File: src/rtl/pgs_pkg.sv
package pgs_pkg;

    // One window edge: the rail against its rising and its falling point.
    typedef struct packed {
        logic rise_above;
        logic fall_above;
    } bound_flags_t;

    localparam int NUM_BOUNDS = 2;
    localparam int BOUND_LO   = 0;
    localparam int BOUND_HI   = 1;

    // Bits needed to hold the values 0..limit.
    function automatic int cnt_width(input int unsigned limit);
        int w;
        w = $clog2(limit + 1);
        return (w < 1) ? 1 : w;
    endfunction

endpackage

File: src/rtl/pgs_hyst.sv
module pgs_hyst
    import pgs_pkg::*;
(
    input  logic         clk,
    input  logic         rst,
    input  bound_flags_t flags,
    output logic         state
);
    // Sets above the rising point; holds until the rail drops below the falling point.
    always_ff @(posedge clk) begin
        if (rst)
            state <= 1'b0;
        else if (flags.rise_above)
            state <= 1'b1;
        else if (!flags.fall_above)
            state <= 1'b0;
    end
endmodule

File: src/rtl/pgs_qual_counter.sv
module pgs_qual_counter #(
    parameter int unsigned LIMIT = 4,
    parameter int          CNT_W = 3
) (
    input  logic             clk,
    input  logic             rst,
    input  logic             run,
    output logic             done,
    output logic [CNT_W-1:0] count
);
    localparam logic [CNT_W-1:0] LIM = CNT_W'(LIMIT);

    // Counts edges while run holds; saturates at LIMIT; a drop of run clears it.
    always_ff @(posedge clk) begin
        if (rst || !run)
            count <= '0;
        else if (count != LIM)
            count <= count + 1'b1;
    end

    assign done = run && (count == LIM);
endmodule

File: src/rtl/pgs_supervisor.sv
module pgs_supervisor
    import pgs_pkg::*;
#(
    parameter int unsigned DEGLITCH_TICKS = 12800,
    parameter int unsigned DELAY_TICKS    = 43200000,
    parameter int          DELAY_W        = 26
) (
    input  logic clk,
    input  logic rst,
    input  logic enable,
    input  logic lo_rise_above,
    input  logic lo_fall_above,
    input  logic hi_rise_above,
    input  logic hi_fall_above,
    input  logic inhibit,
    output logic por_level,
    output logic por_pull
);
    localparam int DG_W = cnt_width(DEGLITCH_TICKS);

    bound_flags_t [NUM_BOUNDS-1:0] bnd_flags;
    logic         [NUM_BOUNDS-1:0] bnd_state;

    assign bnd_flags[BOUND_LO] = '{rise_above: lo_rise_above, fall_above: lo_fall_above};
    assign bnd_flags[BOUND_HI] = '{rise_above: hi_rise_above, fall_above: hi_fall_above};

    for (genvar b = 0; b < NUM_BOUNDS; b++) begin : g_bound
        pgs_hyst u_hyst (
            .clk   (clk),
            .rst   (rst),
            .flags (bnd_flags[b]),
            .state (bnd_state[b])
        );
    end

    logic lo_ok, hi_trip, in_window;
    assign lo_ok     = bnd_state[BOUND_LO];
    assign hi_trip   = bnd_state[BOUND_HI];
    assign in_window = enable && lo_ok && !hi_trip;

    logic            pwr_good;
    logic [DG_W-1:0] dg_count;

    pgs_qual_counter #(.LIMIT(DEGLITCH_TICKS), .CNT_W(DG_W)) u_deglitch (
        .clk   (clk),
        .rst   (rst),
        .run   (in_window),
        .done  (pwr_good),
        .count (dg_count)
    );

    logic               dly_run, dly_done;
    logic [DELAY_W-1:0] dly_count;
    assign dly_run = pwr_good && !inhibit;

    pgs_qual_counter #(.LIMIT(DELAY_TICKS), .CNT_W(DELAY_W)) u_delay (
        .clk   (clk),
        .rst   (rst),
        .run   (dly_run),
        .done  (dly_done),
        .count (dly_count)
    );

    assign por_level = dly_done;
    assign por_pull  = !dly_done;
endmodule

File: config.mk
export PLATFORM = sky130hd
export DESIGN_NAME = pgs_supervisor
export DESIGN_NICKNAME = d
export VERILOG_FILES = /design/src/rtl/pgs_pkg.sv /design/src/rtl/pgs_hyst.sv /design/src/rtl/pgs_qual_counter.sv /design/src/rtl/pgs_supervisor.sv
export SDC_FILE = /design/constraint.sdc
export NUM_CORES = 1
export LEC_CHECK = 0
export BUFFER_PORTS_ARGS = -buffer_cell sky130_fd_sc_hd__buf_2
export CORE_UTILIZATION = 59
export CTS_BUF_LIST = sky130_fd_sc_hd__clkbuf_4
export DETAILED_ROUTE_END_ITERATION = 10
export PLACE_DENSITY = 0.77
export SYNTH_ARGS = -nofsm -noshare
export SYNTH_HDL_FRONTEND = slang
export SYNTH_HIERARCHICAL = 1
export SYNTH_SLANG_ARGS = --single-unit
File: constraint.sdc
create_clock -name clk -period 3.3 [get_ports clk]
set_input_delay 0.165 -clock clk [delete_from_list [all_inputs] [get_ports clk]]
set_output_delay 0.165 -clock clk [all_outputs]
set_load 0.01 [all_outputs]
# Word-level counts from Yosys, hierarchy flattened
# Cells that the tools add are included.
[word_totals] word_cells=28 output_inout_bits=2 input_bits=8 ff_bits=42
[op_classes] n_eq_ne=6 n_reduce_logical=12 n_addsub=2 mux=4
[ops] cell="$add 26x1->26 const B" n=1
[ops] cell="$eq 26x26->1 const B" n=1
[ops] cell="$ne 26x26->1 const B" n=1
[ops] cell="$add 14x1->14 const B" n=1
[ops] cell="$eq 14x14->1 const B" n=1
[ops] cell="$ne 14x14->1 const B" n=1
[ops] cell="$logic_and 1x1->1" n=5
[ops] cell="$logic_not 1->1" n=5
[ops] cell="$mux 1" n=4
[ops] cell="$ne 2x2->1 const B" n=2
[ops] cell="$logic_or 1x1->1" n=2

# Logic depth before layout (Yosys ltp)
[depth] ltp_word=6 depth_mapped=8 mapped_depth_nobuf=8

# Cells and area by module
# Netlist, hierarchy kept.
[modules_own_cells] mod="pgs_qual_counter (u_delay)" cells_per_inst=155 n_inst=1 area_per_inst_um2=1332.5 seq_area_each_um2=520.5
[modules_own_cells] mod="pgs_qual_counter (u_deglitch)" cells_per_inst=91 n_inst=1 area_per_inst_um2=773.2 seq_area_each_um2=280.3
[modules_own_cells] mod="pgs_hyst" cells_per_inst=3 n_inst=2 area_per_inst_um2=28.8 seq_area_each_um2=20.0
[modules_own_cells] mod="pgs_supervisor" cells_per_inst=3 n_inst=1 area_per_inst_um2=18.8 seq_area_each_um2=0.0

# Worst setup path after synthesis
# No wires, ideal clock.
[synth_path] path_type="flip-flop to flip-flop" start="register u_delay.count[0]" end="register u_delay.count[24]" setup_slack_ns=1.325 path_buffers=0 synth_period_minus_slack_ns=1.975 arrival_time_ns=1.889 stages_incl_launch_ff=6 required_ns=3.214 setup_ns=0.086 path_cell_list="dfxtp_1 -> ha_1 -> inv_1 -> or4_4 -> or4_1 -> a211oi_1"
[synth_between] elab_chain_len=1 elab_cells_between_ends=2 cone_classes="1 x add/sub; 1 x eq/ne"
[synth_rtl] item="from (decl)" line="pgs_qual_counter.sv:9" text="output logic [CNT_W-1:0] count"
[synth_rtl] item="from (signal assigned)" line="pgs_qual_counter.sv:18" text="count <= count + 1'b1;"
[synth_rtl] item="$add 26x1->26 or $ne 26x26->1 (tied branches)" line="pgs_qual_counter.sv:18, pgs_qual_counter.sv:17"
# Several ways; a longest one is shown, not always the timed one.
# A chain may end at the register's enable or synchronous reset.

# Worst setup path in the final report
[layout_path] start="register u_delay.count[0]" end="output por_pull"
[layout_between] elab_chain_len=3
[layout_rtl] item="$eq 26x26->1" line="pgs_qual_counter.sv:21" text="assign done = run && (count == LIM);"
[layout_rtl] item="$logic_and 1x1->1" line="pgs_qual_counter.sv:21"
[layout_rtl] item="$logic_not 1->1" line="pgs_supervisor.sv:65" text="assign por_pull = !dly_done;"
[layout_rtl] item="to (decl)" line="pgs_supervisor.sv:17" text="output logic por_pull"
# Every way passes these cells.

==> impl_results.md <==
* Result of the run: completed
* Most common cell on crit path: sky130_fd_sc_hd__inv_1
* Instance count of the mapped netlist at 255
* Stage delay of the slowest cell on the critical path at 510 ps
* Count of flip-flops with a built-in enable after synthesis at 0
* RR Endpoint: u_delay/count[24]$_SDFFE_PP0P_
* Setup slack of the most critical reg-to-reg path at 1040 ps
* Synth-to-layout area growth at 4.587%
* Warnings, synthesis at 6
* Pre-CTS setup slack at 1085 ps
* Number of nets produced by synthesis at 267
* Setup repair after global routing missed its margin: no
* Total clock sinks at 42
* Worst path required time at 3130 ps
* Kind of path behind the tightest hold check: in -> reg
* Async set or reset register ratio after synthesis at 0%
* Leading post-synthesis cells by cell area: sky130_fd_sc_hd__dfxtp_1 39%, sky130_fd_sc_hd__a21oi_1 5.0%, sky130_fd_sc_hd__nand3_1 4.1%
* Global-route total usage across every layer at 24.78%
* Number of hold violations in the final report at 0
* Multi-input combinational cell area at 0.001240 mm^2
* Worst Min Path Start: lo_rise_above
* Core region area at 0.003442 mm^2
* Fraction of layout instances using a drive strength above 1 at 10.69%
* Hold-fix buffer count after cts at 0
* # rows at 21
* Clock-pin slew reported for the worst setup and hold paths after clock tree synthesis at 130 ps
* Worst Hold Depth at 3
* Data arrival, critical path at 2300 ps
* Number of synthesized register bits at 42
* WS Path Type: reg -> out
* Post-detailed-route count of antenna-violating nets at 0
* Total area of sequential cells at 840.8 um^2
* Biggest fanout along the worst timing path at 6
* Count of buffers inserted at the top-level ports at 9
* Die Height at 62.82 um
* Slew at the pin with the worst max-slew slack at 880.8 ps
* Wire per inst at 14.07 um
* Fraction of post-synthesis cell area in the top cell type by area at 38.53%
* Final Wtd Congestion at 0.7854
* Syn avg cell area at 8.557 um^2
* Count of nets after finishing at 273
* Number of clock buffers inserted by TritonCTS at 5
* Final Cycle Share at 74.68%
* Cell at the root of the clock tree: sky130_fd_sc_hd__clkbuf_4
* Boundary Pins at 10
* Number of antenna violations at the first check in global routing at 0
* Fillers at 302
* Maximum root-to-sink buffer count at 2
* P per Cell Area at 340.4 mW/mm^2
* Element type at the critical path end: primary output
* Post-cts sizing count at 0
* Max Clock Freq at 0.4058 GHz
* Number of global-route vias before repair at 1705
* Fraction of the core area covered by cells at the end of the flow at 66.30%
* Peak supply drop at 0.2796 mV
* Drt first-iter violations at 169
* Fin worst setup slack at 835.6 ps
* Yosys cell types at 46
* Slowest-stage cell, CP: sky130_fd_sc_hd__or4bb_1
* Layout Cells excl Fill at 308
* Largest net degree at the start of global routing at 24
* Cell Chain, Critical Path: inv_1 > ha_1 > or4bb_1 > nor4_1 > and2_1 > inv_1 > buf_2
* End of the worst hold path: g_bound[0].u_hyst/state$_SDFFE_PP0P_
* Worst-skew pair later-pin latency at 360 ps
* Ratio of routed vias to standard cells at 6.062
* FF-to-FF path depth at 5
* Drt pass-1 iters at 4
* CTS tree: done
* Chip Width at 62.82 um
* Cell taking the most area after synthesis: sky130_fd_sc_hd__dfxtp_1
* Clock Skews at 14.30 ps
* Final Critical Period at 2464 ps
* H-tree depth at 2
* Overall power at 0.0007769 W
* Total Die Area at 0.003946 mm^2
* Drc violations at 0
* Leakage power of the design at 0.6768 nW
* Remaining global-route overflow at 0
* Max Transition Viols Final at 0
* Remaining max-slew budget at the tightest pin at 41.28%
* Final setup violation count at 0
* Register area share after synthesis at 38.53%
* Total length of routed wires at 4334 um
* Post-CTS setup buffers at 0
* Startpoint of the worst-slack reg-to-reg timing path: u_delay/count[1]$_SDFFE_PP0P_
* Final HPWL from detailed placement at 3061 um
* Final sum of negative setup slack at 0 ps
* Main synth FF type: sky130_fd_sc_hd__dfxtp_1
* Wire length of the first global-routing pass at 7721 um
* # placed instances at 300
* Effective utilization at floorplan at 63.40%
* Synthesized cell area at 0.002182 mm^2
* Element type at the critical path start: register
* Reported max-cap violation count at 0
* Diode count at 0
* Via total after detailed routing at 1867
-- layer usage --
metal / wire length, um / vias up / track usage, %
met1: 2333 / 878 / 36.75
met2: 1819 / 24 / 34.92
li1: - / 960 / -
met5: 0 / - / 0
met4: 62 / 0 / 10.17
met3: 118 / 5 / 4.380
-- stage by stage --
stage	cell area, um^2	hold WS (ps)
2_1_floorplan	2182	237.4
3_3_place_gp	2228	371.1
3_5_place_dp	2228	383.2
4_1_cts	2282	8.255
5_1_grt	2282	20.79
6_report	2282	15.31
-- cell usage after synthesis (6+ instances only) --
cell type / instances
sky130_fd_sc_hd__xor2_1: 7
sky130_fd_sc_hd__o21ai_0: 10
sky130_fd_sc_hd__nand4_1: 10
sky130_fd_sc_hd__or4_1: 11
sky130_fd_sc_hd__inv_1: 12
sky130_fd_sc_hd__nor4_1: 6
sky130_fd_sc_hd__nor2_1: 14
sky130_fd_sc_hd__a21oi_1: 22
sky130_fd_sc_hd__nand2_1: 18
sky130_fd_sc_hd__or3_1: 9
sky130_fd_sc_hd__nand3_1: 18
sky130_fd_sc_hd__nand2b_1: 6
sky130_fd_sc_hd__dfxtp_1: 42
sky130_fd_sc_hd__o31ai_1: 9
sky130_fd_sc_hd__mux2i_1: 6
-- cells in the final DEF (no fill, tap or decap), drive strengths merged, types with 7 or more instances in the layout --
master   n
inv     12
nor2    14
nand3   18
or3     10
nor4     7
or4     13
nand4   11
nand2   18
dfxtp   42
a21oi   22
o21ai   10
xor2     7
buf      9
o31ai    9
-- power breakdown --
| group | internal (W) | leakage, nW | switching, W |
|---|---|---|---|
| Combinational | 0.00000540 | 0.305 | 0.00000588 |
| Sequential | 0.000509 | 0.339 | 0.00000152 |
| Clock | 0.0000885 | 0.0331 | 0.000167 |
-- how the worst max path moves through the flow --
| stage | from | endpoint | slack (ps) | cells after the start |
|---|---|---|---|---|
| detailed placement | u_deglitch/count[0]$_SDFFE_PP0P_ | u_delay/count[24]$_SDFFE_PP0P_ | 1080 | 7 |
| global route | u_deglitch/count[0]$_SDFFE_PP0P_ | u_delay/count[24]$_SDFFE_PP0P_ | 700 | 7 |
| floorplan | u_delay/count[0]$_SDFFE_PP0P_ | u_delay/count[24]$_SDFFE_PP0P_ | 1330 | 5 |
| global placement | u_delay/count[1]$_SDFFE_PP0P_ | u_delay/count[24]$_SDFFE_PP0P_ | 1170 | 5 |
| finish | u_delay/count[0]$_SDFFE_PP0P_ | por_pull | 840 | 7 |
| CTS | u_delay/count[0]$_SDFFE_PP0P_ | por_pull | 820 | 7 |
-- area by class of cell --
cell class | count | share of cell area, %
timing repair buffer | 9 | 1.974
tap | 46 | 2.522
clock inverter | 2 | 0.3838
inverter | 12 | 1.974
multi-input combinational | 191 | 54.33
sequential | 42 | 36.84
clock buffer | 6 | 1.974
-- state kept, by name, indices dropped and copies added, names as in the netlist --
| name | flops |
|---|---|
| u_deglitch/count | 14 |
| u_delay/count | 26 |
| g_bound.u_hyst/state | 2 |
-- kinds of logic (layout without fill, tap and decap cells) --
group,count (synthesis),in the layout,share of synthesized area [%]
fa+ha+maj,4,4,2.294
flops,42,42,38.53
buf+inv,22,29,4.645
simple gates,124,124,35.21
xor+xnor,11,11,4.415
compound gates,46,46,12.16
mux,6,6,2.752
-- critical path, delay by kind of cell (launching register included) --
| family | cells | cell delay (ps) |
|---|---|---|
| AND/OR/NAND/NOR | 3 | 1170 |
| flip-flops | 1 | 380 |
| adder cells (fa/ha/maj) | 1 | 130 |
| buffers and inverters | 3 | 260 |
(Power assumes the default switching activity.)
